File: config.mk
export PLATFORM = sky130hd
export DESIGN_NAME = ncl_hyst_gate
export DESIGN_NICKNAME = d
export VERILOG_FILES = /design/src/rtl/ncl_gate_pkg.sv /design/src/rtl/ncl_rail_decode.sv /design/src/rtl/ncl_func_eval.sv /design/src/rtl/ncl_lane.sv /design/src/rtl/ncl_hyst_gate.sv
export SDC_FILE = /design/constraint.sdc
export NUM_CORES = 1
export LEC_CHECK = 0
export CORE_AREA = 2 2 39 41
export CTS_CLUSTER_DIAMETER = 30
export DETAILED_ROUTE_END_ITERATION = 6
export DIE_AREA = 0 0 41 43
export GPL_TIMING_DRIVEN = 1
export PLACE_DENSITY_LB_ADDON = 0.2
export SKIP_LAST_GASP = 1
export SYNTH_ARGS = -nofsm -noshare
export SYNTH_HDL_FRONTEND = slang
export SYNTH_SLANG_ARGS = --single-unit
File: constraint.sdc
create_clock -name clk -period 1.28 [get_ports clk]
set_input_delay 0.32 -clock clk [delete_from_list [all_inputs] [get_ports clk]]
set_output_delay 0.32 -clock clk [all_outputs]
set_load 0.01 [all_outputs]
File: src/rtl/ncl_gate_pkg.sv
package ncl_gate_pkg;

  typedef logic [1:0] dr_t;

  localparam dr_t DR_NULL  = 2'b00;
  localparam dr_t DR_TRUE  = 2'b01;
  localparam dr_t DR_FALSE = 2'b10;
  localparam dr_t DR_BAD   = 2'b11;

  typedef enum logic [1:0] {
    FN_AND = 2'd0,
    FN_OR  = 2'd1,
    FN_NOT = 2'd2
  } gate_fn_e;

  typedef struct packed {
    logic is_null;
    logic is_data;
    logic is_bad;
    logic val;
  } dr_class_t;

endpackage

File: src/rtl/ncl_rail_decode.sv
module ncl_rail_decode
  import ncl_gate_pkg::*;
(
  input  dr_t       rails,
  output dr_class_t cls
);

  always_comb begin
    cls = '0;
    unique case (rails)
      DR_NULL:  cls.is_null = 1'b1;
      DR_TRUE:  begin cls.is_data = 1'b1; cls.val = 1'b1; end
      DR_FALSE: cls.is_data = 1'b1;
      default:  cls.is_bad  = 1'b1;
    endcase
  end

endmodule

File: src/rtl/ncl_func_eval.sv
module ncl_func_eval
  import ncl_gate_pkg::*;
#(
  parameter gate_fn_e FN = FN_AND
) (
  input  dr_class_t cls_a,
  input  dr_class_t cls_b,
  output logic      all_data,
  output logic      all_null,
  output logic      any_bad,
  output dr_t       result
);

  generate
    if (FN == FN_NOT) begin : g_not
      logic unused_b;
      assign unused_b = ^cls_b;
      assign all_data = cls_a.is_data;
      assign all_null = cls_a.is_null;
      assign any_bad  = cls_a.is_bad;
      assign result   = cls_a.val ? DR_FALSE : DR_TRUE;
    end else begin : g_two
      logic bit_res;
      assign all_data = cls_a.is_data & cls_b.is_data;
      assign all_null = cls_a.is_null & cls_b.is_null;
      assign any_bad  = cls_a.is_bad | cls_b.is_bad;
      if (FN == FN_OR) begin : g_or
        assign bit_res = cls_a.val | cls_b.val;
      end else begin : g_and
        assign bit_res = cls_a.val & cls_b.val;
      end
      assign result = bit_res ? DR_TRUE : DR_FALSE;
    end
  endgenerate

endmodule

File: src/rtl/ncl_lane.sv
module ncl_lane
  import ncl_gate_pkg::*;
#(
  parameter gate_fn_e FN = FN_AND
) (
  input  logic clk,
  input  logic rst_n,
  input  dr_t  a,
  input  dr_t  b,
  output dr_t  y,
  output logic hold,
  output logic err
);

  dr_class_t cls [2];
  dr_t       opnd [2];
  logic      all_data, all_null, any_bad;
  dr_t       res, y_q, y_d;
  logic      err_q;

  assign opnd[0] = a;
  assign opnd[1] = b;

  generate
    for (genvar k = 0; k < 2; k++) begin : g_dec
      ncl_rail_decode u_dec (.rails(opnd[k]), .cls(cls[k]));
    end
  endgenerate

  ncl_func_eval #(.FN(FN)) u_eval (
    .cls_a(cls[0]), .cls_b(cls[1]),
    .all_data(all_data), .all_null(all_null),
    .any_bad(any_bad), .result(res)
  );

  always_comb begin
    y_d = y_q;
    if (y_q == DR_NULL) begin
      if (all_data) y_d = res;
    end else if (all_null) begin
      y_d = DR_NULL;
    end
  end

  always_ff @(posedge clk or negedge rst_n) begin
    if (!rst_n) begin
      y_q   <= DR_NULL;
      err_q <= 1'b0;
    end else begin
      y_q   <= y_d;
      err_q <= any_bad;
    end
  end

  assign y    = y_q;
  assign hold = (y_q != DR_NULL);
  assign err  = err_q;


  no_illegal_out_chk: assert property (@(posedge clk) disable iff (!rst_n)
    y_q != DR_BAD);


  null_hold_chk: assert property (@(posedge clk) disable iff (!rst_n)
    (y_q == DR_NULL && !all_data) |=> (y_q == DR_NULL));


  data_hold_chk: assert property (@(posedge clk) disable iff (!rst_n)
    (y_q != DR_NULL && !all_null) |=> $stable(y_q));


  data_release_chk: assert property (@(posedge clk) disable iff (!rst_n)
    (y_q != DR_NULL && all_null) |=> (y_q == DR_NULL));


  bad_input_flag_chk: assert property (@(posedge clk) disable iff (!rst_n)
    any_bad |=> err_q);

endmodule

File: src/rtl/ncl_hyst_gate.sv
module ncl_hyst_gate
  import ncl_gate_pkg::*;
#(
  parameter gate_fn_e FN    = FN_AND,
  parameter int       LANES = 2
) (
  input  logic               clk,
  input  logic               rst_n,
  input  logic [2*LANES-1:0] a_rails,
  input  logic [2*LANES-1:0] b_rails,
  output logic [2*LANES-1:0] y_rails,
  output logic [LANES-1:0]   y_hold,
  output logic               err
);

  localparam int RW = 2 * LANES;

  logic [LANES-1:0] lane_err;

  generate
    for (genvar i = 0; i < LANES; i++) begin : g_lane
      ncl_lane #(.FN(FN)) u_lane (
        .clk  (clk),
        .rst_n(rst_n),
        .a    (a_rails[2*i +: 2]),
        .b    (b_rails[2*i +: 2]),
        .y    (y_rails[2*i +: 2]),
        .hold (y_hold[i]),
        .err  (lane_err[i])
      );
    end
  endgenerate

  assign err = |lane_err;


  reset_quiet_chk: assert property (@(posedge clk)
    !rst_n |-> (y_rails == {RW{1'b0}} && !err));

endmodule

==> results of run 1 <==
report_power, final:
group	leakage [uW]	switching, uW	total (uW)	internal (uW)
combinational	0.000313	163	466	304
clock	0.0000138	65.4	171	106
sequential	0.0000735	22.9	261	238
state kept, by name, summed over array words and instances, names as in the netlist:
name / cells
g_lane.u_lane.err: 2
g_lane.u_lane.y: 4
worst min path at each step:
| stage | startpoint | endpoint | cells past startpoint |
|---|---|---|---|
| floorplan | rst_n | g_lane[0].u_lane.err | 0 |
| global placement | rst_n | g_lane[1].u_lane.y[1] | 1 |
| detailed placement | rst_n | g_lane[1].u_lane.y[1] | 1 |
| CTS | rst_n | g_lane[0].u_lane.y[1] | 1 |
| global route | rst_n | g_lane[1].u_lane.y[0] | 1 |
| finish | rst_n | g_lane[0].u_lane.y[1] | 1 |
worst max-delay path, stage by stage (launching register included):
cell     delay [ns]
dfrtp_1        0.37
or2_4          0.25
buf_6          0.12
synth_stat cells, drive strengths merged:
| cell | count | area, um2 |
|---|---|---|
| ha | 12 | 150 |
| inv | 8 | 30.0 |
| dfrtp | 6 | 150 |
| or2 | 5 | 31.3 |
| nand2 | 4 | 15.0 |
| a22o | 2 | 20.0 |
| a32o | 2 | 20.0 |
| and4bb | 2 | 25.0 |
| buf | 2 | 15.0 |
cell families (layout without fill, tap and decap cells):
logic type                 Yosys count  after routing
adders and majority gates           12             12
and+or+nand+nor                     11             11
buffers and inverters               10             38
DFF                                  6              6
AOI/OAI and AO/OA                    4              4
timing repair:
action                                  CTS  global route
hold endpoints to repair                  0             0
pin swaps                                 4             1
endpoints found under the setup margin   11             4
resized for setup                        40             4
setup buffers                             0             1
per-layer routing:
layer,up-vias,track usage [%]
met1,169,13.4
met4,0,6.00
met2,13,15.9
li1,196,-
met5,-,0
met3,2,4.71
stage by stage:
stage	instances	TNS, ns	power (uW)	cell area (um2)	hold WS [ns]
final	87	-0.0254	898	714	0.315
after global routing	87	-0.102	965	714	0.330
after CTS	87	-0.112	860	706	0.316
after detailed placement	84	-2.61	727	704	0.574
after global placement	84	-2.55	722	704	0.571
after floorplan	43	0	479	457	0.0244
layout make-up:
| cell class | count | share of cell area, % |
|---|---|---|
| flip-flops and latches | 6 | 21.0 |
| clock buffers | 3 | 3.15 |
| multi-input cells | 27 | 37.7 |
| inverters | 8 | 4.20 |
| well taps | 16 | 2.80 |
| repair buffers | 27 | 31.2 |
==> results.md, run 1 <==
- Clock latency on the worst-skew pair: about 0.24 ns
- RD Place Congestion: 0.722
- Width of the die: 41 um
- Die H: 43 um
- Period minus WS final: 1.30 ns
- R2R Path End: g_lane[1].u_lane.y[0]
- Cts hold-fix bufs: 0
- Initial DRC Count: 3
- Root Buffer: clkbuf_4
- Most frequent cells in the layout: ha_1, buf_4, dlygate4sd2_1
- Count of buffers from port buffering: 16
- Crit end category: output pin
- Xor-xnor portion of the synthesized cell area: 0%
- Hpwl dp: roughly 670 um
- Fill count: approximately 130
- Area of the multi-input gates: 269 um2
- Final Util: 51.6%
- Worst R2R Setup Slack: 0.25 ns
- Synth Area in Compound Gates: 8.77%
- # DRC: 0
- Worst-path clk slew: about 0.040 ns
- Worst r2r path cells: 3
- CTS buffer count: 3
- RSZ-0062 raised after global routing: true
- Power Dens Cells: approximately 1300 nW/um2
- Commonest non-fill, non-tap cell in the layout: ha_1
- CP required: roughly 0.96 ns
- Simple-gate share of the synthesized area: between 10% and 20%
- H-tree depth: 1
- Adder-cell share of the synthesized area: 32.9%
- Post-synthesis mux area share: 0%
- I/O pin count: 17
- Wl on met1: 344 um
- Avg Cell Area, Syn: roughly 11 um2
- Final hold vios: 0
- P_leak: roughly 0.0004 uW
- Setup violators final: 2
- HP Class: in -> async
- Final setup skew: 0.00237 ns
- Syn-to-layout area delta: 56.4%
- First-pass GRT wire length: between 1000 and 1500 um
- Post-synthesis sequential area ratio: 32.9%
- Main combinational cell family by area after synthesis: adder cells
- Status: finished with violations
- Slew of the pin with the lowest slew margin: 0.263 ns
- Max Slew Vio Count: 0
- FMAX: 771 MHz
- CP endpoint: y_hold[0]
- Synth unique cells: 9
- Routed vias/inst: 4.37
- Initial antenna violation count: 0
- Fraction of layout cells with a size suffix above 1: 43.7%
- Worst path arrival time: slightly below 1 ns
- Setup WS pre-CTS: -0.469 ns
- Routed len/inst: 9.06 um
- Final Cycle Share: 101%
- Failing checks: setup timing
- DRT antenna net count: 0
- Vias in the first global route: 358
- Die area: 1760 um2
- Critical path startpoint: g_lane[0].u_lane.y[1]
- Initial Util: ~33%
- Core area: about 1400 um2
- Register Area: roughly 150 um2
- DR top layer: met4
- Largest net degree at the start of global routing: 7
- CP max FO: 2
- Mapped Area: ~460 um2
- Drt pass-1 iters: 4
- Max-cap violations: 0
- Yosys reg bits: 6
- CP startpoint kind: register
- Antenna Cells: 0
- Post-synth net total: 65
- Max clock buf depth: 2
- Total number of vias: 380
- Syn Inst Count: 43
- Rel. slew slack: just over 80%
- Overall Global Routing Usage: 11.1%
- Nets@finish: 95
- Metal3 WL: 57 um
- Peak supply drop: between 0.0006 and 0.0007 V
- Total Routed Length: between 700 and 800 um
- WL met2: 372 um
- WS Path Type: reg -> out
- Yosys warning count: 0
- Clock sinks: 6
- Reg-to-reg startpoint: g_lane[1].u_lane.y[0]
- Final WS setup: -0.0176 ns
- Row count: 14
- TritonCTS clock tree: done
- GRT overflow: 0
(Power assumes the default switching activity.)
==> run 2: changes to the inputs <==
CTS_CLUSTER_DIAMETER = not set   (was 30)
DONT_BUFFER_PORTS = 1   (was not set)
==> run 2 against run 1 <==
The run now ends clean. Critical path depth fell by 1. Register-to-register slack about the same. Sequential power is 22% higher. Final cell count shrank 30%. Worst setup slack gained 0.030 ns. Combinational power decreased by 61%. Global-route usage down 0.83 points. Die area did not move. Clock skew down 0.0023 ns. Clock power about the same. Largest power group is now registers. Highest routed layer unchanged.
==> results.md, run 2 (same netlist as run 1, synthesis figures left out) <==
- Status: finished, final reports clean
- Clock sinks: 6
- Initial antenna violation count: 0
- PnR Total Power: 670 uW
- Internal power: 468 uW
- WS Path Type: reg -> out
- Drt pass-1 iters: 1
- P_leak: between 0.0002 and 0.0003 uW
- RD Place Congestion: about 0.56
- Nets@finish: 69
- RSZ-0062 raised after global routing: true
- Rel. slew slack: 81.7%
- Die area: 1760 um2
- Clock latency on the worst-skew pair: 0.24 ns
- Largest net degree at the start of global routing: 7
- Critical path startpoint: g_lane[0].u_lane.y[1]
- Final hold vios: 0
- Worst-path clk slew: 0.05 ns
- Antenna Cells: 0
- Placement-stage cell area: 462 um2
- CTS buffer count: 3
- Final Util: 36.4%
- Hpwl dp: 638 um
- Max-cap violations: 0
- Layout Cells excl Fill: 61
- Final Cell Area: 504 um2
- Hold path startpoint: a_rails[1]
- Initial DRC Count: 0
- Syn-to-layout area delta: 10.4%
- Routed vias/inst: 5.02
- Met1 usage: 9.71%
- Worst path arrival time: 0.95 ns
- Reg-to-reg startpoint: g_lane[1].u_lane.y[0]
- Vias in the first global route: ~320
- I/O pin count: 17
- Reg power frac: a little under half
- Top delay family on crit path: flip-flops
- Most frequent cells in the layout: ha_1, inv_1, nand2_1, dfrtp_2
- Max clock buf depth: 2
- Total Routed Length: 715 um
- Final setup skew: 0.0000541 ns
- Slowest cell delay on critical path: 0.44 ns
- CP startpoint kind: register
- Number of setup buffers added after CTS: 0
- Row count: 14
- Fill count: 146
- Dpl cells: 57
- Peak supply drop: 0.000508 V
- Switch share: 30.2%
- Width of the die: 41 um
- CP bufs+invs: 0
- GRT overflow: 0
- Core area: approximately 1400 um2
- TritonCTS clock tree: done
- First-pass GRT wire length: 1170 um
- Period minus WS final: 1.27 ns
- H-tree depth: 1
- Met3 GRT Util: 4.19%
- Crit end category: output pin
- Fraction of layout cells with a size suffix above 1: between 30% and 40%
- Slew of the pin with the lowest slew margin: 0.274 ns
- Routed len/inst: 11.7 um
- Comb pwr share: 27.2%
- Commonest non-fill, non-tap cell in the layout: ha_1
- Total number of vias: 306
- Die H: 43 um
- Clock power share: 25.4%
- Hold Worst Slack: 0.314 ns
- NetSw: 202 uW
- CP max FO: 4
- Count of buffers from port buffering: 0
- Register Area: 155 um2
- Initial Util: ~33%
- Root Buffer: clkbuf_4
- CP required: 0.96 ns
- Slowest-stage cell, CP: dfrtp_2
- DRT antenna net count: 0
- Final Cycle Share: 99.0%
- Max Slew Vio Count: 0
- Max reg flops: 4
- # DRC: 0
- Area of the multi-input gates: 267 um2
- Power Dens Cells: 1330 nW/um2
- Met2 Use GR: 16.3%
- Crit path cell chain: or2_4
- Grt peak-use layer: met2
- Setup violators final: 0
- FMAX: approximately 790 MHz
- HP Class: in -> reg
- Overall Global Routing Usage: 10.3%
-- run 2: layout make-up --
cell class,count,area share (%)
multi-input combinational,27,52.9
sequential,6,30.8
tap,16,3.97
clock buffer,3,4.47
timing repair buffer,1,1.99
inverter,8,5.96
-- run 2: final timing paths --
path                       slack (ns)               endpoint  cells past startpoint
max                              0.01              y_hold[0]                      1
min                              0.31   g_lane[0].u_lane.err                      2
max reg2reg                      0.24  g_lane[1].u_lane.y[0]                      2
min reg2reg                      0.57  g_lane[0].u_lane.y[0]                      1
max in group asynchronous        0.65  g_lane[0].u_lane.y[0]                      1
min in group asynchronous        0.39   g_lane[0].u_lane.err                      1
-- run 2: layer usage --
| layer | wire length (um) | vias to the layer above |
|---|---|---|
| met4 | 12 | 0 |
| met5 | 0 | - |
| li1 | - | 143 |
| met1 | 258 | 150 |
| met2 | 386 | 11 |
| met3 | 56 | 2 |
-- run 2: what timing repair did --
action	CTS	global route
gates resized for setup	3	3
setup endpoints to repair	2	2
hold buffers	1	0
hold endpoints to repair	6	0
pin swaps	0	1
-- run 2: power by group through the flow --
stage          combinational (uW)  sequential (uW)  clock (uW)
5_1_grt                       204              328         194
2_1_floorplan                 186              293           0
6_report                      182              318         170
3_3_place_gp                  154              307           0
3_5_place_dp                  159              311           0
4_1_cts                       187              314         177
-- run 2: stage by stage --
stage                     worst slack, ns  setup TNS, ns
after floorplan                    0.0849              0
after global placement             0.0628              0
after detailed placement           0.0298              0
after CTS                        -0.00986       -0.00986
after global routing              -0.0193        -0.0316
final                              0.0127              0
